## src/rtl/bhp_pkg.sv

```systemverilog
package bhp_pkg;
    typedef enum logic [0:0] {
        IN_EMPTY = 1'b0,
        IN_FULL  = 1'b1
    } in_state_t;

    typedef enum logic [1:0] {
        OUT_IDLE  = 2'd0,
        OUT_FULL  = 2'd1,
        OUT_DRIVE = 2'd2,
        OUT_DONE  = 2'd3
    } out_state_t;

    localparam int PC_W     = 8;
    localparam int GP_W     = 3;
    localparam int PIN_OBF  = 7;
    localparam int PIN_ACK  = 6;
    localparam int PIN_IBF  = 5;
    localparam int PIN_STB  = 4;
    localparam int PIN_INTR = 3;
endpackage

```

## src/rtl/bhp_in_ctl.sv

```systemverilog
module bhp_in_ctl
    import bhp_pkg::*;
#(
    parameter int DW = 8
) (
    input  logic          clk,
    input  logic          rst,
    input  logic          stb_n,
    input  logic          rd_a,
    input  logic [DW-1:0] pa_i,
    output logic          ibf,
    output logic [DW-1:0] in_data
);
    in_state_t state, state_nx;
    logic      stb_q;
    logic      stb_fall;

    assign stb_fall = stb_q & ~stb_n;

    always_ff @(posedge clk) begin
        if (rst) begin
            state <= IN_EMPTY;
            stb_q <= 1'b1;
        end else begin
            state <= state_nx;
            stb_q <= stb_n;
        end
    end

    always_comb begin
        state_nx = state;
        unique case (state)
            IN_EMPTY: if (stb_fall) state_nx = IN_FULL;
            IN_FULL:  if (!stb_fall && rd_a) state_nx = IN_EMPTY;
            default:  state_nx = IN_EMPTY;
        endcase
    end

    always_ff @(posedge clk) begin
        if (rst) in_data <= '0;
        else if (stb_fall) in_data <= pa_i;
    end

    always_comb begin
        ibf = (state == IN_FULL);
    end

    AST_STROBE_LATCHES: assert property (@(posedge clk) disable iff (rst)
        stb_fall |=> (ibf && in_data == $past(pa_i)));
    AST_READ_EMPTIES: assert property (@(posedge clk) disable iff (rst)
        (rd_a && !stb_fall && ibf) |=> !ibf);
endmodule

```

## src/rtl/bhp_out_ctl.sv

```systemverilog
module bhp_out_ctl
    import bhp_pkg::*;
#(
    parameter int DW = 8
) (
    input  logic          clk,
    input  logic          rst,
    input  logic          ack_n,
    input  logic          wr_a,
    input  logic [DW-1:0] wdata,
    output logic [DW-1:0] out_data,
    output logic          obf_n,
    output logic          out_done
);
    out_state_t state, state_nx;
    logic       ack_q;
    logic       ack_fall;
    logic       ack_rise;

    assign ack_fall = ack_q & ~ack_n;
    assign ack_rise = ~ack_q & ack_n;

    always_ff @(posedge clk) begin
        if (rst) begin
            state <= OUT_IDLE;
            ack_q <= 1'b1;
        end else begin
            state <= state_nx;
            ack_q <= ack_n;
        end
    end

    always_comb begin
        state_nx = state;
        if (wr_a) begin
            state_nx = OUT_FULL;
        end else begin
            unique case (state)
                OUT_IDLE:  state_nx = OUT_IDLE;
                OUT_FULL:  if (ack_fall) state_nx = OUT_DRIVE;
                OUT_DRIVE: if (ack_rise) state_nx = OUT_DONE;
                OUT_DONE:  state_nx = OUT_DONE;
                default:   state_nx = OUT_IDLE;
            endcase
        end
    end

    always_ff @(posedge clk) begin
        if (rst) out_data <= '0;
        else if (wr_a) out_data <= wdata;
    end

    always_comb begin
        obf_n    = (state != OUT_FULL);
        out_done = (state == OUT_DONE);
    end

    AST_WRITE_FILLS: assert property (@(posedge clk) disable iff (rst)
        wr_a |=> (!obf_n && out_data == $past(wdata)));
    AST_ACK_RELEASES_OBF: assert property (@(posedge clk) disable iff (rst)
        (ack_fall && !wr_a && !obf_n) |=> obf_n);
    AST_DONE_NEEDS_RELEASE: assert property (@(posedge clk) disable iff (rst)
        $rose(out_done) |-> $past(ack_n) && !$past(wr_a));
endmodule

```

## src/rtl/bhp_ctl_bits.sv

```systemverilog
module bhp_ctl_bits
    import bhp_pkg::*;
(
    input  logic            clk,
    input  logic            rst,
    input  logic            bsr_we,
    input  logic [2:0]      bsr_sel,
    input  logic            bsr_set,
    output logic            inte_in,
    output logic            inte_out,
    output logic [GP_W-1:0] gp_latch
);
    always_ff @(posedge clk) begin
        if (rst) begin
            inte_in  <= 1'b0;
            inte_out <= 1'b0;
        end else if (bsr_we) begin
            if (bsr_sel == 3'(PIN_ACK)) inte_out <= bsr_set;
            if (bsr_sel == 3'(PIN_STB)) inte_in  <= bsr_set;
        end
    end

    for (genvar g = 0; g < GP_W; g++) begin : g_gp
        always_ff @(posedge clk) begin
            if (rst) gp_latch[g] <= 1'b0;
            else if (bsr_we && bsr_sel == 3'(g)) gp_latch[g] <= bsr_set;
        end
    end

    AST_RESERVED_SEL: assert property (@(posedge clk) disable iff (rst)
        (bsr_we && (bsr_sel == 3'd3 || bsr_sel == 3'd5 || bsr_sel == 3'd7))
        |=> ($stable(inte_in) && $stable(inte_out) && $stable(gp_latch)));
endmodule

```

## src/rtl/bhp_port.sv

```systemverilog
module bhp_port
    import bhp_pkg::*;
#(
    parameter int DW = 8
) (
    input  logic          clk,
    input  logic          rst,
    input  logic          wr_a,
    input  logic          rd_a,
    input  logic [DW-1:0] wdata,
    output logic [DW-1:0] rdata,
    input  logic          bsr_we,
    input  logic [2:0]    bsr_sel,
    input  logic          bsr_set,
    input  logic [2:0]    gp_dir,
    input  logic [DW-1:0] pa_i,
    output logic [DW-1:0] pa_o,
    output logic          pa_oe,
    input  logic [7:0]    pc_i,
    output logic [7:0]    pc_o,
    output logic [7:0]    pc_oe,
    output logic [7:0]    stat
);
    logic            ibf;
    logic            obf_n;
    logic            out_done;
    logic            inte_in;
    logic            inte_out;
    logic            intr;
    logic [GP_W-1:0] gp_latch;
    logic [GP_W-1:0] gp_view;
    logic [DW-1:0]   out_data;

    bhp_in_ctl #(.DW(DW)) u_in (
        .clk(clk), .rst(rst), .stb_n(pc_i[PIN_STB]), .rd_a(rd_a),
        .pa_i(pa_i), .ibf(ibf), .in_data(rdata)
    );

    bhp_out_ctl #(.DW(DW)) u_out (
        .clk(clk), .rst(rst), .ack_n(pc_i[PIN_ACK]), .wr_a(wr_a),
        .wdata(wdata), .out_data(out_data), .obf_n(obf_n), .out_done(out_done)
    );

    bhp_ctl_bits u_bits (
        .clk(clk), .rst(rst), .bsr_we(bsr_we), .bsr_sel(bsr_sel),
        .bsr_set(bsr_set), .inte_in(inte_in), .inte_out(inte_out),
        .gp_latch(gp_latch)
    );

    always_comb begin
        intr  = (ibf & inte_in) | (out_done & inte_out);
        pa_oe = ~pc_i[PIN_ACK];
        pa_o  = out_data;
    end

    for (genvar g = 0; g < GP_W; g++) begin : g_view
        assign gp_view[g] = gp_dir[g] ? gp_latch[g] : pc_i[g];
    end

    always_comb begin
        pc_o           = '0;
        pc_o[PIN_OBF]  = obf_n;
        pc_o[PIN_IBF]  = ibf;
        pc_o[PIN_INTR] = intr;
        pc_o[GP_W-1:0] = gp_latch;
        pc_oe           = '0;
        pc_oe[PIN_OBF]  = 1'b1;
        pc_oe[PIN_IBF]  = 1'b1;
        pc_oe[PIN_INTR] = 1'b1;
        pc_oe[GP_W-1:0] = gp_dir;
        stat = {obf_n, inte_out, ibf, inte_in, intr, gp_view};
    end

    AST_INTR_GATED: assert property (@(posedge clk) disable iff (rst)
        intr |-> (inte_in || inte_out));
endmodule

```

## config.mk

```make
export PLATFORM = sky130hd
export DESIGN_NAME = bhp_port
export DESIGN_NICKNAME = d
export VERILOG_FILES = /design/src/rtl/bhp_pkg.sv /design/src/rtl/bhp_in_ctl.sv /design/src/rtl/bhp_out_ctl.sv /design/src/rtl/bhp_ctl_bits.sv /design/src/rtl/bhp_port.sv
export SDC_FILE = /design/constraint.sdc
export NUM_CORES = 1
export LEC_CHECK = 0
export CORE_MARGIN = 3
export CORE_UTILIZATION = 38
export DETAILED_ROUTE_END_ITERATION = 8
export PLACE_DENSITY = 0.84
export RECOVER_POWER = 100
export SYNTH_ARGS = -nofsm -noshare
export SYNTH_HDL_FRONTEND = slang
export SYNTH_SLANG_ARGS = --single-unit
```

## constraint.sdc

```tcl
create_clock -name clk -period 1.95 [get_ports clk]
set_input_delay 0.585 -clock clk [delete_from_list [all_inputs] [get_ports clk]]
set_output_delay 0.585 -clock clk [all_outputs]
set_load 0.01 [all_outputs]
```

# Word-level counts from Yosys, hierarchy flattened

Cells that the tools add are included.

Register bits after elaboration: 26
Latch bits: 0
Memory bits (writable): 0
Memory bits (read-only): 0
Bits of input ports: 36
Word-level logic and storage cells: 56
Memories kept: 0

Add/sub/neg operators: 0
Multiply operators: 0
Div/mod/pow operators: 0
$lt $le $gt $ge: 0
Equality and inequality tests: 12
Shifts and indexed selects: 0
Multiplexer cells: 10
Bitwise operators: 10
Reductions and logical operators: 12

Operators with widths:

| kind                                           | number |
|---|---|
| one-hot mux 2 bit (4 select lines)             | 1 |
| AND reduction 2 bit                            | 4 |
| == test 3 bit (second input constant)          | 2 |
| 2-to-1 mux 1 bit                               | 6 |
| != test 2 x 1 -> 1 bit (second input constant) | 3 |
| != test 3 x 2 -> 1 bit (second input constant) | 2 |
| bitwise AND 1 bit                              | 5 |
| == test 2 bit (second input constant)          | 2 |
| logical AND 1 bit                              | 4 |
| 2-to-1 mux 2 bit                               | 2 |
| NOT 1 bit                                      | 4 |
| == test 3 x 1 -> 1 bit (second input constant) | 1 |
| == test 3 x 2 -> 1 bit (second input constant) | 1 |
| logical NOT 3 bit                              | 1 |
| == test 2 x 1 -> 1 bit (second input constant) | 1 |
| logical NOT 2 bit                              | 1 |
| one-hot mux 1 bit (2 select lines)             | 1 |
| OR reduction 2 bit                             | 1 |
| logical NOT 1 bit                              | 1 |
| OR 1 bit                                       | 1 |

# Depth between registers and ports, before layout

Depth in word-level cells: 6
Gate-level depth with buffers: 4
Mapped depth without buffers: 3

# Modules after synthesis

Synthesis repeated with hierarchy kept, for this count alone.

Cells, all modules: 125
Area total of the unflattened synthesis: 1276.2 um2

By module, submodules not included:

| module       | times used | cells an instance | area an instance (um2) |
|---|---|---|---|
| bhp_in_ctl   | 1          | 40                | 420.4 |
| bhp_out_ctl  | 1          | 39                | 406.6 |
| bhp_ctl_bits | 1          | 21                | 249.0 |
| bhp_port     | 1          | 25                | 200.2 |

# Least setup slack after synthesis

No wires, ideal clock.

Kind: input-to-output
Start point: input gp_dir[0]
End point: output stat[0]
Arrival time: 0.920 ns
Required time: 1.365 ns
Path slack: 0.445 ns
Cell stages on the path: 1
Path buffers: 0
Cells stage by stage: mux2_2

Word-level cells in the longest chain between the ends: 1

RTL lines:

| element          | RTL line       | source |
|---|---|---|
| start, declared  | bhp_port.sv:15 | `input logic [2:0] gp_dir,` |
| 2-to-1 mux 1 bit | bhp_port.sv:57 | `assign gp_view[g] = gp_dir[g] ? gp_latch[g] : pc_i[g];` |
| end, declared    | bhp_port.sv:22 | `output logic [7:0] stat` |

Every way passes these cells.

# Worst setup path in the final report

Start point: input gp_dir[1]
End point: output stat[1]

Same word-level chain as after synthesis.

==> out/results.ini <==
[run_status]
status = finished clean

[clock_network]
clkTransAtPathRegs_ns = 0.12
cts_tree = done
htree_levels = 1
clk_path_buf_depth = 2
clock_sinks = 26
cts-root-buf = clkbuf_4
clock_latency_ns = 0.31
cts_buffers = 3

[routing]
vias = 1018
post_drt_via_cell_ratio = 4.78
drc_errors = 0
wl_met3_um = 312
ant_nets = 0
highest_layer = met3
dr_wl_met2_um = 1390
wl_met1_um = 917
wl_per_cell_um = 12.3
drt_wl_total_um = 2620
drt_iter0_drc = 20
drtPass1Iterations = 4

[power]
leakagePower_nw = 0.793
ir_worst_vdd_v = 0.000443
power.density_nw_per_um2 = 571

[finish]
syn_to_final_growth_pct = 52.5
fin_util_pct = 62.6
fin_area_sq_um = 1770
diodes = 0
fin_nets = 220
drive_above_1_share_pct = 9.34

[setup_path]
r2r-start = u_in.stb_q
crit_fanout = 2
critPathKind = input pin to output port
endpoint_kind = output port
crit_required_ns = 1.36
crit_arrival_ns = 1.29
cp-start-kind = input pin
timing.critical_path.from = gp_dir[1]

[synthesis]
synth_top_area_share_pct = 44.8
synth_warnings = 0
netlist_area_sq_um = 1160
netlist-cell-type-count = 23
ys.flop_type = dfxtp_1
synthArstFlopShare_pct = 0
yosysMostFrequentCell = dfxtp_1
synth_area_leaders = dfxtp_1 (45%), buf_4 (12%), mux2i_1 (11%)
synth_edf_count = 0
ys_seq_area_share_pct = 44.8
avgSynthCellArea_sq_um = 9.29
synth_common_cells = dfxtp_1 (26), buf_4 (18), nand2_1 (16), mux2i_1 (13), nor2_1 (12)
synth.largest_area_cell = dfxtp_1
syn_inst = 125
synth_seq_cells = 26

[grt]
overflow = 0
grt_util_all_layers_pct = 14.2
grt_pass1_vias = 960
antenna_found_initial = 0
grt_max_degree = 14
grt_pass1_wl_um = 4050

[sta]
slew_violations = 0
period_needed_ns = 1.88
fin_skew_ns = 0.00683
max_freq_mhz = 533
fin_crit_sh_pct = 96.2
rsz0062_at_grt = no
hold_viol = 0
tightestPinTransition_ns = 0.641
max_slew_margin_pct = 57.2
setup_viol = 0

[place]
dpl_cell_area_sq_um = 1770
dp_hpwl_um = 2220
gp_congestion = 0.705
port_buffers = 66

[floorplan]
fp.dieH_um = 61.3
die-area_sq_um = 3750
io_pins = 77
dieWidth_um = 61.3
coreArea_sq_um = 2830
start_util_pct = 41.0
rows = 19

[worst_hold_path]
hp-class = flop to flop
worstHoldStart = u_in.in_data[4]

[run]
drv_cap = 0

[critical path, stage by stage]
cell and delay, ns:
dlygate4sd2_1 0.25, mux2_1 0.33, buf_6 0.13
[kinds of logic (layout without fill, tap and decap cells)]
kind of cell	after synthesis	count (layout)	synth area share [%]
multiplexers	16	16	14.1
buffers and inverters	25	77	14.4
AND/OR/NAND/NOR	41	41	18.5
flip-flops	26	26	44.8
other	2	7	0.647
AO/OA/AOI/OAI	15	15	7.44
[sequential cells by signal, indices dropped and copies added, names as in the netlist]
signal           flops
u_in.stb_q           1
u_out.ack_q          1
u_bits.gp_latch      3
u_bits.inte_out      1
u_in.in_data         8
u_in.ibf             1
u_bits.inte_in       1
u_out.out_data       8
u_out.state          2
[routing by layer]
layer  vias to the layer above  GRT usage [%]
li1                        503              -
met1                       465           14.6
met2                        50           26.3
met3                         0           5.87
met4                         0           3.72
met5                         -              0
[final timing paths]
kind | endpoint | slack [ns] | depth (start not counted)
worst max-delay path | stat[1] | 0.07 | 3
worst min-delay path | u_in.in_data[4] | 0.46 | 2
worst max register to register | u_in.in_data[6] | 1.04 | 3
worst min register to register | u_in.in_data[4] | 0.46 | 2
[per-stage QoR]
stage / TNS, ns / total power [mW] / cells / setup WS (ns) / hold slack (ns)
global route: 0 / 1.06 / 213 / 0.0345 / 0.491
CTS: -0.00696 / 1.04 / 213 / -0.00696 / 0.467
detailed placement: -2.57 / 0.832 / 210 / -0.523 / 0.449
global placement: -2.48 / 0.825 / 210 / -0.507 / 0.441
floorplan: 0 / 0.696 / 130 / 0.445 / 0.476
finish: 0 / 1.01 / 213 / 0.0746 / 0.462
[area by class of cell]
cell class                      count  area [sq um]
Timing Repair Buffer               73           697
Clock buffer                        3          22.5
Inverter                            1          3.75
Sequential cell                    26           523
Tap cell                           31          38.8
Fill cell                         267          1060
Multi-Input combinational cell     79           485
[cells in the final DEF, fill, tap and decap left out, types with 5 or more instances in the layout]
cell type	count
clkdlybuf4s50_1	29
dfxtp_1	24
dlygate4sd3_1	20
nand2_1	16
mux2i_1	13
nor2_1	12
a21oi_1	11
dlygate4sd2_1	9
conb_1	7
buf_4	5
[timing repair]
item,in CTS,in global routing
gates resized for setup,31,6
pin swaps,0,0
hold buffers,0,0
buffers inserted,0,0
endpoints found under the setup margin,11,5
[power breakdown]
group | switching (mW) | internal (mW)
logic | 0.0913 | 0.134
clock network | 0.140 | 0.0721
registers | 0.0148 | 0.558
No activity file was read; power rests on OpenSTA's default activity.
